$ cat config.mk
export PLATFORM = sky130hd
export DESIGN_NAME = rundown_ctrl
export DESIGN_NICKNAME = d
export VERILOG_FILES = /design/src/rtl/rd_pkg.sv /design/src/rtl/rd_sync.sv /design/src/rtl/rd_timer.sv /design/src/rtl/rd_interval.sv /design/src/rtl/rundown_ctrl.sv
export SDC_FILE = /design/constraint.sdc
export NUM_CORES = 1
export LEC_CHECK = 0
export ABC_AREA = 0
export BUFFER_PORTS_ARGS = -buffer_cell sky130_fd_sc_hd__buf_2
export CORE_MARGIN = 2
export CORE_UTILIZATION = 25
export CTS_BUF_LIST = sky130_fd_sc_hd__clkbuf_16
export DETAILED_ROUTE_END_ITERATION = 12
export SETUP_SLACK_MARGIN = 0.2
export SLEW_MARGIN = 15
export SYNTH_ARGS = -nofsm -noshare
export SYNTH_HDL_FRONTEND = slang
export SYNTH_HIERARCHICAL = 1
export SYNTH_SLANG_ARGS = --single-unit
$ cat constraint.sdc
create_clock -name clk -period 2.9 [get_ports clk]
set_input_delay 0.145 -clock clk [delete_from_list [all_inputs] [get_ports clk]]
set_output_delay 0.145 -clock clk [all_outputs]
set_load 0.005 [all_outputs]
$ cat src/rtl/rd_pkg.sv
package rd_pkg;
    typedef enum logic [2:0] {
        ST_IDLE,
        ST_FAST,
        ST_ALIGN,
        ST_SLOW,
        ST_SETTLE,
        ST_SAMPLE,
        ST_FINISH
    } rd_state_t;
endpackage

$ cat src/rtl/rd_sync.sv
module rd_sync #(
    parameter int STAGES = 2
) (
    input  logic clk,
    input  logic rst_n,
    input  logic d_async,
    output logic q_sync
);
    logic [STAGES-1:0] chain;

    generate
        for (genvar i = 0; i < STAGES; i++) begin : g_stage
            if (i == 0) begin : g_first
                always_ff @(posedge clk) begin
                    if (!rst_n) chain[0] <= 1'b0;
                    else        chain[0] <= d_async;
                end
            end else begin : g_next
                always_ff @(posedge clk) begin
                    if (!rst_n) chain[i] <= 1'b0;
                    else        chain[i] <= chain[i-1];
                end
            end
        end
    endgenerate

    assign q_sync = chain[STAGES-1];
endmodule

$ cat src/rtl/rd_timer.sv
module rd_timer #(
    parameter int TW = 16
) (
    input  logic          clk,
    input  logic          rst_n,
    output logic [TW-1:0] now
);
    always_ff @(posedge clk) begin
        if (!rst_n) now <= '0;
        else        now <= now + 1'b1;
    end
endmodule

$ cat src/rtl/rd_interval.sv
module rd_interval #(
    parameter int CW = 10
) (
    input  logic          clk,
    input  logic          rst_n,
    input  logic          load,
    input  logic [CW-1:0] load_val,
    output logic          expired
);
    logic [CW-1:0] cnt;

    always_ff @(posedge clk) begin
        if (!rst_n)          cnt <= '0;
        else if (load)       cnt <= load_val;
        else if (cnt != '0)  cnt <= cnt - 1'b1;
    end

    assign expired = (cnt == '0);
endmodule

$ cat src/rtl/rundown_ctrl.sv
module rundown_ctrl
    import rd_pkg::*;
#(
    parameter int TW          = 16,
    parameter int SYNC_STAGES = 2,
    parameter int FAST_MAX    = 1024,
    parameter int SLOW_MAX    = 320,
    parameter int SETTLE_CYC  = 640,
    parameter int SAMPLE_CYC  = 240
) (
    input  logic          clk,
    input  logic          rst_n,
    input  logic          start,
    input  logic          cmp_async,
    output logic          ref_fast,
    output logic          ref_slow,
    output logic          sample_req,
    output logic          done,
    output logic          overrange,
    output logic [TW-1:0] cap_ts,
    output logic [TW-1:0] off_ts
);
    localparam int MAX_A  = (FAST_MAX > SLOW_MAX) ? FAST_MAX : SLOW_MAX;
    localparam int MAX_B  = (SETTLE_CYC > SAMPLE_CYC) ? SETTLE_CYC : SAMPLE_CYC;
    localparam int MAX_W  = (MAX_A > MAX_B) ? MAX_A : MAX_B;
    localparam int CW     = $clog2(MAX_W + 1);
    localparam logic [1:0] POLL_PH = 2'(SYNC_STAGES % 4);
    localparam int OFF_GAP = SYNC_STAGES + 6;

    rd_state_t     state, nxt;
    logic          cmp_s;
    logic [TW-1:0] timer_q;
    logic          cnt_load;
    logic [CW-1:0] cnt_val;
    logic          cnt_zero;
    logic          cap_valid;
    logic [1:0]    align_cnt;

    rd_sync #(.STAGES(SYNC_STAGES)) i_sync (
        .clk(clk), .rst_n(rst_n), .d_async(cmp_async), .q_sync(cmp_s)
    );

    rd_timer #(.TW(TW)) i_timer (
        .clk(clk), .rst_n(rst_n), .now(timer_q)
    );

    rd_interval #(.CW(CW)) i_interval (
        .clk(clk), .rst_n(rst_n), .load(cnt_load),
        .load_val(cnt_val), .expired(cnt_zero)
    );

    // next state and interval loads
    always_comb begin
        nxt      = state;
        cnt_load = 1'b0;
        cnt_val  = '0;
        unique case (state)
            ST_IDLE: begin
                if (start) begin
                    nxt      = ST_FAST;
                    cnt_load = 1'b1;
                    cnt_val  = CW'(FAST_MAX - 1);
                end
            end
            ST_FAST: begin
                if (cap_valid && timer_q[1:0] == POLL_PH) nxt = ST_ALIGN;
                else if (!cap_valid && cnt_zero)          nxt = ST_FINISH;
            end
            ST_ALIGN: begin
                if (align_cnt == 2'd0) begin
                    nxt      = ST_SLOW;
                    cnt_load = 1'b1;
                    cnt_val  = CW'(SLOW_MAX - 1);
                end
            end
            ST_SLOW: begin
                if (!cmp_s) begin
                    nxt      = ST_SETTLE;
                    cnt_load = 1'b1;
                    cnt_val  = CW'(SETTLE_CYC - 1);
                end else if (cnt_zero) begin
                    nxt = ST_FINISH;
                end
            end
            ST_SETTLE: begin
                if (cnt_zero) begin
                    nxt      = ST_SAMPLE;
                    cnt_load = 1'b1;
                    cnt_val  = CW'(SAMPLE_CYC - 1);
                end
            end
            ST_SAMPLE: begin
                if (cnt_zero) nxt = ST_FINISH;
            end
            ST_FINISH: nxt = ST_IDLE;
            default:   nxt = ST_IDLE;
        endcase
    end

    // state register and stamps
    always_ff @(posedge clk) begin
        if (!rst_n) begin
            state     <= ST_IDLE;
            cap_valid <= 1'b0;
            cap_ts    <= '0;
            off_ts    <= '0;
            align_cnt <= 2'd0;
            overrange <= 1'b0;
        end else begin
            state <= nxt;
            if (state == ST_IDLE && start) begin
                cap_valid <= 1'b0;
                overrange <= 1'b0;
            end
            if (state == ST_FAST && cmp_s && !cap_valid) begin
                cap_valid <= 1'b1;
                cap_ts    <= timer_q - TW'(SYNC_STAGES);
            end
            if (state == ST_FAST && nxt == ST_ALIGN)
                align_cnt <= cap_ts[1:0];   // bit0 adds 1 cycle, bit1 adds 2
            else if (state == ST_ALIGN && align_cnt != 2'd0)
                align_cnt <= align_cnt - 2'd1;
            if (state == ST_ALIGN && nxt == ST_SLOW)
                off_ts <= timer_q + 1'b1;
            if ((state == ST_FAST || state == ST_SLOW) && nxt == ST_FINISH)
                overrange <= 1'b1;
        end
    end

    // outputs
    always_comb begin
        ref_fast   = 1'b0;
        ref_slow   = 1'b0;
        sample_req = 1'b0;
        done       = 1'b0;
        unique case (state)
            ST_FAST, ST_ALIGN: ref_fast   = 1'b1;
            ST_SLOW:           ref_slow   = 1'b1;
            ST_SAMPLE:         sample_req = 1'b1;
            ST_FINISH:         done       = 1'b1;
            default: ;
        endcase
    end

    p_poll_phase_r4: assert property (@(posedge clk) disable iff (!rst_n)
        (state == ST_ALIGN && $past(state) == ST_FAST) |-> $past(timer_q[1:0]) == POLL_PH);

    p_off_gap_r5: assert property (@(posedge clk) disable iff (!rst_n)
        ($fell(ref_fast) && state == ST_SLOW) |-> (off_ts - cap_ts) == TW'(OFF_GAP));

    p_one_ref_r6: assert property (@(posedge clk) disable iff (!rst_n)
        !(ref_fast && ref_slow));

    p_sample_after_settle_r7: assert property (@(posedge clk) disable iff (!rst_n)
        $rose(sample_req) |-> $past(state) == ST_SETTLE);

    p_done_pulse_r8: assert property (@(posedge clk) disable iff (!rst_n)
        done |=> !done);

    p_abort_r9: assert property (@(posedge clk) disable iff (!rst_n)
        $rose(overrange) |-> (done && !sample_req && !ref_fast && !ref_slow));
endmodule

==> metrics.sh <==
WORSTPATHCELLLIST='inv_2 -> ha_4 -> or4b_4 -> nor4_4 -> mux2i_1 -> nor3_2 -> o21bai_1 -> nand2b_4 -> buf_4 -> or4b_2 -> nand3_1'
CHIPHEIGHT_UM=124
RSZ0062_AT_GRT='false'
TIGHTEST_SLEW_NS=1.00
CRITICAL_PATH.REG2REG.STARTPOINT='i_interval/cnt[1]'
IO_PINS=41
POSTSYNTHNETCOUNT=433
POST_SYNTH_INST_COUNT=422
RUN_STATUS='complete, no violations'
STDCELL_COUNT=635
COUNT_OF_BUFFERING_CELLS_ON_THE_CRITICAL_PATH_WITH_INVERTERS_INCLUDED=2
HOLD_WC_PATH_TYPE='in -> reg'
FIN_SKEW_NS=0.00628
HOLD_PATH_STARTPOINT='cmp_async'
ASYNC_FLOP_SHARE=0
PRE_CTS_WS_NS=0.374
SYNTH_TOP_AREA_CELL='sky130_fd_sc_hd__dfxtp_1'
SETUP.WORST_PATH.END_CLASS='flop'
GRT-OVFL-TOTAL=0
FINAL.SETUP.WORST_SLACK_NS=0.423
WORST_EP_REQUIRED_TIME_NS=3.17
R2R-END='i_interval/cnt[1]'
SYNTH-SEQ-AREA-SHARE=0.379
MAX_CAP_VIOLATIONS=0
CP_DATA_ARRIVAL_TIME_NS=2.75
HOLD_ENDPOINT='i_sync/chain[0]'
CRIT_PATH_START_KIND='flop'
POWER-PER-CELL-AREA_nW_PER_UM2=770
YOSYSWARNINGS=6
TRITONCTS='built'
TIMING.CRITICAL_PATH.DEPTH=11
POST_DRT_VIA_CELL_RATIO=5.07
GRT_UTIL_MET3=0.0266
ANTENNA_LEFT=0
PORTBUFFERS=40
NUM_VIAS=3218
GRTUSAGEMET2=0.204
NUMPLACEDINSTANCES=617
FINALSETUPVIOLATIONS=0
GRT_MAX_DEGREE=33
CTS-HOLD-FIX-BUFFERS=0
NUMCTSBUFFERS=9
POST-ROUTE-PERIOD-UTIL=0.854
WORST_SKEW_PAIR.LATE_LATENCY_NS=0.33
DIE-AREA_UM2=15300
CRIT_PATH_CLASS='reg -> reg'
MAX_FREQ_GHz=0.404
CELLLEAKAGEPOWER_uW=0.00175
FIN_SETUP_TNS_NS=0
SYNTH_AREA_UM2=3590
FIRST_GLOBAL_VIAS=3058
LAYOUT-AREA-OVERHEAD-VS-SYNTH_PCT=20.5
SYNTH_CELL_TYPE_COUNT=59
FIRSTDRTPASSITERS=4
SYNTH_EDF_COUNT=0
ROUTE.DETAILED.WL_PER_INST_UM=13.9
DRC_MARKER_COUNT_FROM_THE_FIRST_DETAILED_ROUTE_ITERATION=201
SYNTHTOPCELLSBYAREA='sky130_fd_sc_hd__dfxtp_1, sky130_fd_sc_hd__xnor2_1, sky130_fd_sc_hd__o21ai_0'
STARTING_DENSITY=0.258
CRITICAL_PATH_PEAK_FANOUT=11
HTREE_LEVELS=3
HOLD-PATH-CELL-COUNT=2
SYNTH_FLOP_CELL='sky130_fd_sc_hd__dfxtp_1'
CLOCK-SINKS=68
FINALNETCOUNT=461
PER_INSTANCE_AVERAGE_AREA_AFTER_SYNTHESIS_UM2=8.51
IR_WORST_VDD_mV=0.278
TIMING.REG2REG.WORST_PATH_DEPTH=11
CLK_PATH_BUF_DEPTH=2
DIE_WIDTH_UM=124
TOTAL_ROUTED_WIRELENGTH_MM=8.83
CTS.ROOT.BUFFER_CELL='sky130_fd_sc_hd__clkbuf_16'
SYNTH.FF_LATCH_COUNT=68
GRT-BUSIEST-LAYER='met2'
RELSLEWSLACK=0.330
DP_HPWL_MM=6.19
CRIT_PATH_MAX_INCR_DELAY_NS=0.66
SLEW_VIOL_FINAL=0
CORE_AREA_UM2=13900
LAYOUT-DRIVE-GT1-SHARE=0.187
FINAL-HOLD-VIOLATION-COUNT=0
FINAL.FILL_COUNT=1417
PLACEMENTROWS=43
SLOWEST_CELL_ON_THE_CRITICAL_PATH='sky130_fd_sc_hd__or4b_2'
YOSYSTOPAREACELLSHARE=0.379
MET1_USAGE=0.137
GLOBAL_ROUTE.USAGE.TOTAL=0.119
ANTENNA-DIODE-COUNT=0
DRC=0
CLOCK_PIN_SLEW_WORST_SETUP_AND_HOLD_PATHS_NS=0.06
CLOCK_PERIOD_MINUS_WORST_SLACK_NS=2.48
GRT_FIRST_PASS_WIRELENGTH_MM=14.4
CPLARGESTDELAYFAMILY='simple AND/OR/NAND/NOR gates'
ANTENNA_FOUND_INITIAL=0
FF2FF_SETUP_SLACK_NS=0.42
GP_ROUTABILITY_CONGESTION=0.853
worst max path at each step:
stage                                 start                 end
after floorplan           i_interval/cnt[1]   i_interval/cnt[8]
after global placement    i_interval/cnt[1]   i_interval/cnt[8]
after detailed placement  i_interval/cnt[1]  i_interval/cnt[10]
after CTS                 i_interval/cnt[1]   i_interval/cnt[8]
after global routing      i_interval/cnt[0]   i_interval/cnt[6]
final                     i_interval/cnt[1]   i_interval/cnt[1]
through the flow:
| stage | utilization | area [um^2] | total power, uW | hold slack (ns) |
|---|---|---|---|---|
| after global placement | 0.284 | 3960 | 2040 | 0.350 |
| final | 0.310 | 4320 | 3330 | 0.0194 |
| after detailed placement | 0.284 | 3960 | 2080 | 0.365 |
| after global routing | 0.310 | 4320 | 3530 | 0.0173 |
| after CTS | 0.309 | 4300 | 3350 | 0.0109 |
| after floorplan | - | 3650 | 1910 | 0.267 |
power by group:
group	leakage, uW	switching (uW)	internal, uW
clock network	0.000163	416	836
logic	0.00103	451	403
registers	0.000553	168	1060
cell families (layout without fill, tap and decap cells):
logic type / after synthesis / after routing / synth area share
adder cells (fa/ha/maj): 7 / 7 / 0.0244
XOR/XNOR: 32 / 32 / 0.0781
AND/OR/NAND/NOR: 149 / 149 / 0.244
multiplexers: 8 / 8 / 0.0223
other: 1 / 1 / 0.00104
buffers and inverters: 48 / 81 / 0.0568
flip-flops: 68 / 68 / 0.379
AO/OA/AOI/OAI: 109 / 109 / 0.194
synth_stat cells, drive strengths merged, types with 12 or more instances:
| cell type | number |
|---|---|
| dfxtp | 68 |
| inv | 18 |
| nor4 | 12 |
| nand3 | 19 |
| clkbuf | 25 |
| xnor2 | 22 |
| nor2 | 15 |
| nand2 | 33 |
| a21oi | 32 |
| o21ai | 34 |
registers in the layout, indices dropped and copies added, names as in the netlist:
signal,cells
align_cnt,2
cap_ts,16
cap_valid,1
i_interval/cnt,11
i_sync/chain,1
i_sync/q_sync,1
i_timer/now,16
off_ts,16
overrange,1
state,3
area by class of cell:
type	instances	area, um^2	area share
flip-flops and latches	68	1360	0.315
repair buffers	47	253	0.0584
well taps	180	225	0.0521
clock buffers	9	225	0.0521
inverters	18	67.6	0.0156
multi-input cells	306	2070	0.480
clock inverters	7	115	0.0266
layout by cell type (no fill, tap or decap), types with 4 or more instances in the layout:
| cell type | synthesis | routed |
|---|---|---|
| sky130_fd_sc_hd__nor2b_1 | 5 | 5 |
| sky130_fd_sc_hd__nand3_1 | 19 | 19 |
| sky130_fd_sc_hd__o21ai_0 | 34 | 34 |
| sky130_fd_sc_hd__o211a_1 | 10 | 10 |
| sky130_fd_sc_hd__xor2_1 | 10 | 10 |
| sky130_fd_sc_hd__clkbuf_16 | 0 | 9 |
| sky130_fd_sc_hd__nand4_1 | 9 | 9 |
| sky130_fd_sc_hd__and2_1 | 5 | 5 |
| sky130_fd_sc_hd__nor2_1 | 15 | 15 |
| sky130_fd_sc_hd__mux2i_1 | 8 | 8 |
| sky130_fd_sc_hd__xnor2_1 | 22 | 22 |
| sky130_fd_sc_hd__nor4_1 | 10 | 10 |
| sky130_fd_sc_hd__buf_4 | 0 | 7 |
| sky130_fd_sc_hd__inv_1 | 18 | 15 |
| sky130_fd_sc_hd__ha_1 | 7 | 6 |
| sky130_fd_sc_hd__and3_1 | 4 | 4 |
| sky130_fd_sc_hd__buf_2 | 1 | 40 |
| sky130_fd_sc_hd__o31ai_1 | 8 | 8 |
| sky130_fd_sc_hd__a31oi_1 | 5 | 5 |
| sky130_fd_sc_hd__nor3_1 | 7 | 6 |
| sky130_fd_sc_hd__nand2b_1 | 10 | 9 |
| sky130_fd_sc_hd__a21oi_1 | 32 | 32 |
| sky130_fd_sc_hd__nand2_1 | 33 | 33 |
| sky130_fd_sc_hd__dfxtp_1 | 68 | 66 |
| sky130_fd_sc_hd__or4_1 | 8 | 7 |
what timing repair did:
action                                 in CTS  in global routing
endpoints found under the hold margin       0                  0
gates resized for setup                     0                  1
setup endpoints to repair                   0                  6
setup buffers                               0                  2
metal layers:
metal	share of wire	vias to the layer above	wire, um
met1	0.44	1539	3900
met4	0.026	0	229
met2	0.50	71	4380
li1	-	1585	-
met5	0	-	0
met3	0.036	23	317
(Power assumes the default switching activity.)
